$ cat config.mk
export PLATFORM = sky130hd
export DESIGN_NAME = wp_guard
export DESIGN_NICKNAME = d
export VERILOG_FILES = /design/src/rtl/wp_guard_pkg.sv /design/src/rtl/wp_copy_seq.sv /design/src/rtl/wp_reg_gate.sv /design/src/rtl/wp_expiry.sv /design/src/rtl/wp_guard.sv
export SDC_FILE = /design/constraint.sdc
export NUM_CORES = 1
export LEC_CHECK = 0
export ABC_CLOCK_PERIOD_IN_PS = 1400
export BUFFER_PORTS_ARGS = -buffer_cell sky130_fd_sc_hd__buf_2
export CORE_UTILIZATION = 38
export CTS_BUF_LIST = sky130_fd_sc_hd__clkbuf_4
export CTS_CLUSTER_DIAMETER = 100
export CTS_CLUSTER_SIZE = 28
export DETAILED_ROUTE_END_ITERATION = 10
export HOLD_SLACK_MARGIN = 0.03
export PLACE_DENSITY_LB_ADDON = 0.08
export RECOVER_POWER = 100
export SLEW_MARGIN = 20
export SYNTH_ARGS = -nofsm -noshare
export SYNTH_HDL_FRONTEND = slang
export SYNTH_SLANG_ARGS = --single-unit
export TNS_END_PERCENT = 30
$ cat constraint.sdc
create_clock -name clk -period 1.4 [get_ports clk]
set_input_delay 0.07 -clock clk [delete_from_list [all_inputs] [get_ports clk]]
set_output_delay 0.07 -clock clk [all_outputs]
set_load 0.02 [all_outputs]
$ cat src/rtl/wp_guard_pkg.sv
package wp_guard_pkg;
   localparam int NUM_CNT = 3;
   localparam int CTRL_W  = 5;
   localparam int SEL_W   = 3;
   localparam int IDX_RTC = 0;
   localparam int IDX_IVL = 1;
   localparam int IDX_CYC = 2;

   typedef enum logic [SEL_W-1:0] {
      SEL_RTC_VAL = 3'd0,
      SEL_RTC_ALM = 3'd1,
      SEL_IVL_VAL = 3'd2,
      SEL_IVL_ALM = 3'd3,
      SEL_CYC_VAL = 3'd4,
      SEL_CYC_ALM = 3'd5,
      SEL_CTRL    = 3'd6,
      SEL_NONE    = 3'd7
   } wsel_e;

   typedef struct packed {
      logic ro;
      logic dsel;
      logic auto_m;
      logic run;
      logic osc;
   } ctrl_t;
endpackage

$ cat src/rtl/wp_copy_seq.sv
module wp_copy_seq #(
   parameter int NBITS       = 3,
   parameter int COPY_NEEDED = 3
) (
   input  logic             clk,
   input  logic             rst_n,
   input  logic             cp_valid_i,
   input  logic [NBITS-1:0] cp_bits_i,
   input  logic             cp_auth_i,
   input  logic             mem_cmd_i,
   output logic [NBITS-1:0] prot_o,
   output logic             auth_flag_o
);
   localparam int CW = $clog2(COPY_NEEDED + 1);
   localparam logic [CW-1:0] LAST_CNT = CW'(COPY_NEEDED - 1);

   if (COPY_NEEDED < 2) begin : g_bad_count
      $error("COPY_NEEDED must be at least 2");
   end
   if (NBITS < 1) begin : g_bad_bits
      $error("NBITS must be positive");
   end

   logic [CW-1:0]    cnt_q;
   logic [NBITS-1:0] last_q;
   logic [NBITS-1:0] prot_q;
   logic             acc_q;

   always_ff @(posedge clk or negedge rst_n) begin
      if (!rst_n) begin
         cnt_q  <= '0;
         last_q <= '0;
         prot_q <= '0;
         acc_q  <= 1'b0;
      end else if (prot_q == '0) begin
         if (mem_cmd_i) begin
            cnt_q <= '0;
            acc_q <= 1'b0;
         end else if (cp_valid_i) begin
            if (cnt_q == '0) begin
               cnt_q  <= CW'(1);
               last_q <= cp_bits_i;
               acc_q  <= 1'b1;
            end else if (cp_bits_i == last_q && cp_auth_i) begin
               if (cnt_q == LAST_CNT) begin
                  prot_q <= cp_bits_i;
                  cnt_q  <= '0;
                  acc_q  <= 1'b0;
               end else begin
                  cnt_q <= cnt_q + CW'(1);
               end
            end else begin
               cnt_q <= '0;
               acc_q <= 1'b0;
            end
         end
      end
   end

   assign prot_o      = prot_q;
   assign auth_flag_o = acc_q;

   assert_prot_frozen_R4: assert property (@(posedge clk) disable iff (!rst_n)
      (prot_q != '0) |=> $stable(prot_q));
   assert_commit_after_count_R1: assert property (@(posedge clk) disable iff (!rst_n)
      ($past(prot_q) == '0 && prot_q != '0) |->
      $past(cp_valid_i && cp_auth_i && cnt_q == LAST_CNT));
   assert_count_bound_R1: assert property (@(posedge clk) disable iff (!rst_n)
      cnt_q <= LAST_CNT);
   assert_flag_with_count_R2: assert property (@(posedge clk) disable iff (!rst_n)
      (cnt_q != '0) |-> acc_q);
endmodule

$ cat src/rtl/wp_reg_gate.sv
module wp_reg_gate
   import wp_guard_pkg::*;
#(
   parameter int NBITS      = 3,
   parameter bit FORCE_STOP = 1'b1
) (
   input  logic              clk,
   input  logic              rst_n,
   input  logic              wr_valid_i,
   input  logic [SEL_W-1:0]  wr_sel_i,
   input  logic [CTRL_W-1:0] wr_data_i,
   input  logic [NBITS-1:0]  prot_i,
   output ctrl_t             ctrl_o,
   output logic              wr_ok_o,
   output logic              wr_reject_o
);
   localparam int EXT_W = 1 << (SEL_W - 1);

   if (NBITS != NUM_CNT) begin : g_bad_bits
      $error("gate expects one protect bit per counter");
   end

   ctrl_t            ctrl_q, ctrl_d, wr_val;
   logic [EXT_W-1:0] prot_ext;
   logic [SEL_W-2:0] cnt_idx;
   logic             any_lock, rej, is_cnt, is_ctrl;
   logic             ok_q, rej_q;

   always_comb begin
      prot_ext = '0;
      prot_ext[NBITS-1:0] = prot_i;
   end

   assign any_lock = |prot_i;
   assign cnt_idx  = wr_sel_i[SEL_W-1:1];
   assign is_cnt   = wr_sel_i < SEL_CTRL;
   assign is_ctrl  = wr_sel_i == SEL_CTRL;
   assign wr_val   = ctrl_t'(wr_data_i);

   always_comb begin
      ctrl_d = ctrl_q;
      if (wr_valid_i && is_ctrl) begin
         ctrl_d.osc    = any_lock ? (ctrl_q.osc | wr_val.osc) : wr_val.osc;
         ctrl_d.run    = wr_val.run;
         ctrl_d.auto_m = prot_i[IDX_IVL] ? ctrl_q.auto_m : wr_val.auto_m;
         ctrl_d.dsel   = prot_i[IDX_CYC] ? ctrl_q.dsel   : wr_val.dsel;
         ctrl_d.ro     = any_lock        ? ctrl_q.ro     : wr_val.ro;
      end
      if (FORCE_STOP && prot_i[IDX_IVL]) begin
         ctrl_d.run = 1'b0;
      end
   end

   always_comb begin
      if (is_cnt)       rej = prot_ext[cnt_idx];
      else if (is_ctrl) rej = (ctrl_d != wr_val);
      else              rej = 1'b1;
   end

   always_ff @(posedge clk or negedge rst_n) begin
      if (!rst_n) begin
         ctrl_q <= '0;
         ok_q   <= 1'b0;
         rej_q  <= 1'b0;
      end else begin
         ctrl_q <= ctrl_d;
         ok_q   <= wr_valid_i && !rej;
         rej_q  <= wr_valid_i && rej;
      end
   end

   assign ctrl_o      = ctrl_q;
   assign wr_ok_o     = ok_q;
   assign wr_reject_o = rej_q;

   assert_ro_frozen_R6: assert property (@(posedge clk) disable iff (!rst_n)
      (any_lock && $past(any_lock)) |-> $stable(ctrl_q.ro));
   assert_osc_no_fall_R7: assert property (@(posedge clk) disable iff (!rst_n)
      (any_lock && $past(any_lock)) |-> !$fell(ctrl_q.osc));
   assert_auto_frozen_R8: assert property (@(posedge clk) disable iff (!rst_n)
      (prot_i[IDX_IVL] && $past(prot_i[IDX_IVL])) |-> $stable(ctrl_q.auto_m));
   assert_dsel_frozen_R9: assert property (@(posedge clk) disable iff (!rst_n)
      (prot_i[IDX_CYC] && $past(prot_i[IDX_CYC])) |-> $stable(ctrl_q.dsel));
   assert_pulse_exclusive_R5: assert property (@(posedge clk) disable iff (!rst_n)
      !(ok_q && rej_q));
   assert_locked_counter_R5: assert property (@(posedge clk) disable iff (!rst_n)
      $past(wr_valid_i && is_cnt && prot_ext[cnt_idx]) |-> rej_q);

   if (FORCE_STOP) begin : g_stop_chk
      assert_run_held_R8: assert property (@(posedge clk) disable iff (!rst_n)
         (prot_i[IDX_IVL] && $past(prot_i[IDX_IVL])) |-> !ctrl_q.run);
   end
endmodule

$ cat src/rtl/wp_expiry.sv
module wp_expiry #(
   parameter int NBITS = 3
) (
   input  logic             clk,
   input  logic             rst_n,
   input  logic [NBITS-1:0] prot_i,
   input  logic [NBITS-1:0] alarm_i,
   input  logic             ro_i,
   output logic             expired_o,
   output logic             perm_rd_scratch_o,
   output logic             perm_rd_mem_o,
   output logic             perm_other_o
);
   logic [NBITS-1:0] hit;
   logic             expired_q;

   for (genvar i = 0; i < NBITS; i++) begin : g_hit
      assign hit[i] = prot_i[i] & alarm_i[i];
   end

   always_ff @(posedge clk or negedge rst_n) begin
      if (!rst_n) expired_q <= 1'b0;
      else if (|hit) expired_q <= 1'b1;
   end

   always_comb begin
      perm_rd_scratch_o = !expired_q || ro_i;
      perm_rd_mem_o     = !expired_q || ro_i;
      perm_other_o      = !expired_q;
   end

   assign expired_o = expired_q;

   assert_expiry_sticky_R10: assert property (@(posedge clk) disable iff (!rst_n)
      expired_q |=> expired_q);
   assert_expiry_cause_R10: assert property (@(posedge clk) disable iff (!rst_n)
      $rose(expired_q) |-> $past(|(prot_i & alarm_i)));
endmodule

$ cat src/rtl/wp_guard.sv
module wp_guard
   import wp_guard_pkg::*;
#(
   parameter int COPY_NEEDED = 3,
   parameter bit FORCE_STOP  = 1'b1
) (
   input  logic        clk,
   input  logic        rst_n,
   input  logic        wr_valid_i,
   input  logic [2:0]  wr_sel_i,
   input  logic [4:0]  wr_data_i,
   input  logic        cp_valid_i,
   input  logic [2:0]  cp_bits_i,
   input  logic        cp_auth_i,
   input  logic        mem_cmd_i,
   input  logic [2:0]  alarm_i,
   output logic [2:0]  prot_o,
   output logic        auth_flag_o,
   output logic [4:0]  ctrl_o,
   output logic        wr_ok_o,
   output logic        wr_reject_o,
   output logic        expired_o,
   output logic        perm_rd_scratch_o,
   output logic        perm_rd_mem_o,
   output logic        perm_other_o
);
   logic [NUM_CNT-1:0] prot;
   ctrl_t              ctrl;

   wp_copy_seq #(.NBITS(NUM_CNT), .COPY_NEEDED(COPY_NEEDED)) i_seq (
      .clk(clk), .rst_n(rst_n),
      .cp_valid_i(cp_valid_i), .cp_bits_i(cp_bits_i), .cp_auth_i(cp_auth_i),
      .mem_cmd_i(mem_cmd_i),
      .prot_o(prot), .auth_flag_o(auth_flag_o)
   );

   wp_reg_gate #(.NBITS(NUM_CNT), .FORCE_STOP(FORCE_STOP)) i_gate (
      .clk(clk), .rst_n(rst_n),
      .wr_valid_i(wr_valid_i), .wr_sel_i(wr_sel_i), .wr_data_i(wr_data_i),
      .prot_i(prot),
      .ctrl_o(ctrl), .wr_ok_o(wr_ok_o), .wr_reject_o(wr_reject_o)
   );

   wp_expiry #(.NBITS(NUM_CNT)) i_exp (
      .clk(clk), .rst_n(rst_n),
      .prot_i(prot), .alarm_i(alarm_i), .ro_i(ctrl.ro),
      .expired_o(expired_o),
      .perm_rd_scratch_o(perm_rd_scratch_o),
      .perm_rd_mem_o(perm_rd_mem_o),
      .perm_other_o(perm_other_o)
   );

   assign prot_o = prot;
   assign ctrl_o = ctrl;
endmodule

==> impl_metrics.ini <==
[sta]
timing.final.ws_setup_ns = 0.03426
hold_viol = 0
final_period_minus_worst_setup_slack_ns = 1.366
final.setup.tns_ns = 0
rsz_0062_raised_after_global_routing = yes
tightestPinTransition_ns = 0.9425
hold_ws_ns = 0.03964
max_slew_margin_pct = 37.17
fmax_achieved_mhz = 732.2
timing_max_transition_violations_final = 0
setup_viol = 0
skew_ns = 0.002947
timing.final.crit_share_pct = 97.55

[finish]
multi_input_area_um2 = 412.9
layout-area-overhead-vs-synth_pct = 44.59
antenna-diode-count = 0
layout.nets = 148
layout.area.seq_um2 = 429.2
post_route_non_filler_standard_cell_count = 154
fillCellCount = 180
drive_gt1_share_pct = 36.22

[pwr]
comb_power_share_pct = 29.0
cell_internal_pwr_uw = 854.1
vdd.ir_drop.worst_mv = 0.6796
power_density_nw_per_um2 = 1023
p_clk_share_pct = 22.6
sw_frac_of_total_pct = 31.63
p_leak_uw = 0.0006130
p_seq_share_pct = 48.5
total_power_of_the_final_layout_uw = 1249
power_switching_uw = 395.1

[clock_network]
clk_transition_reported_paths_ns = 0.10
cts_inserted_buffers = 3
clock-root-buffer = sky130_fd_sc_hd__clkbuf_4
htree_levels = 1
cts_sinks = 17
clk-insertion-delay-late_ns = 0.29
cts_tree = built
cts_setup_buffers = 0
clock_path_buffers = 2

[global_route]
grt_first_pass_wirelength_mm = 3.167
globalRouteMet1Util_pct = 21.19
via_count_of_the_first_global_routing_pass = 735
grt_antenna_before_repair = 0
grtUsageTotal_pct = 17.55
globalRoute.totalOverflow = 0
gr-max-usage-layer = met2
grt_max_degree = 18
met3_usage_pct = 3.115
grtUsageMet2_pct = 29.68

[synthesis]
post_synth.cell_area_avg_um2 = 10.97
synth-async-reset-ratio_pct = 100.0
yosys.area.top_type_share_pct = 50.37
ys_dominant_reg_cell = sky130_fd_sc_hd__dfrtp_1
synth.cell_area_um2 = 844.6
ys_seq_elements = 17
yosys.area.top_type = sky130_fd_sc_hd__dfrtp_1
total_of_warnings_raised_by_yosys = 0
most_frequent_cells_after_synthesis = sky130_fd_sc_hd__dfrtp_1 (17), sky130_fd_sc_hd__nor2_1 (6), sky130_fd_sc_hd__a21o_1 (5)
synthMostInstantiatedCell = sky130_fd_sc_hd__dfrtp_1
synth.top_cells.by_area = sky130_fd_sc_hd__dfrtp_1 (50%), sky130_fd_sc_hd__mux2_1 (5.3%), sky130_fd_sc_hd__a21o_1 (4.4%)
syn_nets = 97
yosys.cell_types.count = 30
synth.yosys.seq_area_share_pct = 50.37
synth_edf_count = 0
post_synth_inst_count = 77

[critical_path]
worstPathCellList = dlygate4sd3_1 > buf_2 > xnor2_1 > nand4_1 > or3b_4 > o21ai_2
critPathMaxStageDelay_ns = 0.53
worst_path_max_delay_cell = sky130_fd_sc_hd__dlygate4sd3_1
crit_type = input pin to flip-flop
critPathCaptureType = flip-flop
critPathTopFamily = buffers and inverters
cp_data_required_time_ns = 1.63
crit_path_max_fanout = 3
crit_buf_inv = 2
worst_setup_path_start_kind = input pin
arrival_ns = 1.59

[routing]
drt_iter0_markers = 8
finalWirelength_mm = 1.883
num_vias = 743
antenna_violating_nets_post_route = 0
firstDrtPassIters = 4
post_drt_via_cell_ratio = 4.825
detailed_route_drc_error_count = 0
wl_per_cell_um = 12.23

[run]
number_of_violations_of_the_max_capacitance_limit = 0

[die]
row_count = 16
core-area_um2 = 2022
die_x_um = 49.15
ios = 35
fp.dieArea_um2 = 2415
die-height_um = 49.15
initial_core_util_pct = 41.77

[run_status]
result_of_the_run = finished, final reports clean

[worst_hold_path]
hp-class = input pin to flip-flop

[placed_design]
gp_congestion = 0.7515
dpl.cell_count = 139
placement.setup.worst_slack_ns = 0.02083
buffer_ports.inserted = 34
==> per-layer routing <==
layer,part of all wire [%],vias up
li1,-,365
met2,46,28
met5,0,-
met3,5.2,4
met4,1.6,0
met1,47,346
==> worst paths after layout <==
kind                            startpoint                 to  slack, ns  depth (start not counted)
setup / recovery              cp_bits_i[2]     i_seq.cnt_q[1]       0.03                          6
hold / removal                wr_data_i[3]   i_gate.ctrl_o[3]       0.04                          2
setup reg to reg           i_seq.prot_o[0]    i_seq.last_q[0]       0.07                          3
hold reg to reg             i_seq.cnt_q[1]     i_seq.cnt_q[1]       0.50                          2
max in group asynchronous            rst_n    i_seq.prot_o[0]       0.33                          2
min in group asynchronous            rst_n  i_seq.auth_flag_o       0.43                          2
==> layout make-up <==
type                       count  area share, %
sequential                    17          35.14
multi-input combinational     53          33.81
timing repair buffer          50          24.90
tap                           27          2.766
clock buffer                   4          2.459
inverter                       3         0.9221
==> power by group through the flow <==
stage          clock network (uW)  registers [uW]  logic, uW
2_1_floorplan                   0             659        188
3_3_place_gp                    0             611        342
3_5_place_dp                    0             614        346
4_1_cts                       295             605        368
5_1_grt                       317             614        396
6_report                      282             606        362
==> logic make-up after synthesis <==
kind of cell	after synthesis	synth area share, %
compound gates	16	12.15
xor+xnor	6	6.222
buf+inv	7	4.592
flops	17	50.37
mux	8	10.37
simple gates	23	16.30
==> state kept, by name, summed over array words and instances (netlist names) <==
signal              count
i_gate.ctrl_o           5
i_seq.last_q            3
i_seq.prot_o            3
i_seq.cnt_q             2
i_gate.wr_ok_o          1
i_exp.expired_o         1
i_gate.wr_reject_o      1
i_seq.auth_flag_o       1
==> per-stage QoR <==
stage	cell area (um2)	util, %
after floorplan	869.6	-
after global placement	1074	53.09
after global routing	1221	60.40
after CTS	1195	59.10
after detailed placement	1074	53.09
final	1221	60.40
==> placed cells by master (no fill, tap or decap), types with 3 or more instances in the layout <==
cell	synthesis	final
sky130_fd_sc_hd__dlygate4sd3_1	0	11
sky130_fd_sc_hd__clkbuf_1	0	11
sky130_fd_sc_hd__mux2_4	0	3
sky130_fd_sc_hd__buf_4	3	5
sky130_fd_sc_hd__dfrtp_2	0	3
sky130_fd_sc_hd__buf_2	1	23
sky130_fd_sc_hd__nand2b_1	4	3
sky130_fd_sc_hd__inv_1	3	3
sky130_fd_sc_hd__a21o_1	5	5
sky130_fd_sc_hd__nand2_1	3	3
sky130_fd_sc_hd__nor2_1	6	6
sky130_fd_sc_hd__dfrtp_1	17	14
sky130_fd_sc_hd__xnor2_1	4	4
sky130_fd_sc_hd__clkbuf_4	0	4
==> repair_timing <==
action | 4_1_cts | 5_1_grt
pin swaps | 0 | 2
endpoints found under the hold margin | 24 | 2
endpoints found under the setup margin | 4 | 11
gates cloned | 0 | 0
gates resized for setup | 1 | 6
hold buffers | 9 | 2
No activity file was read; power rests on OpenSTA's default activity.
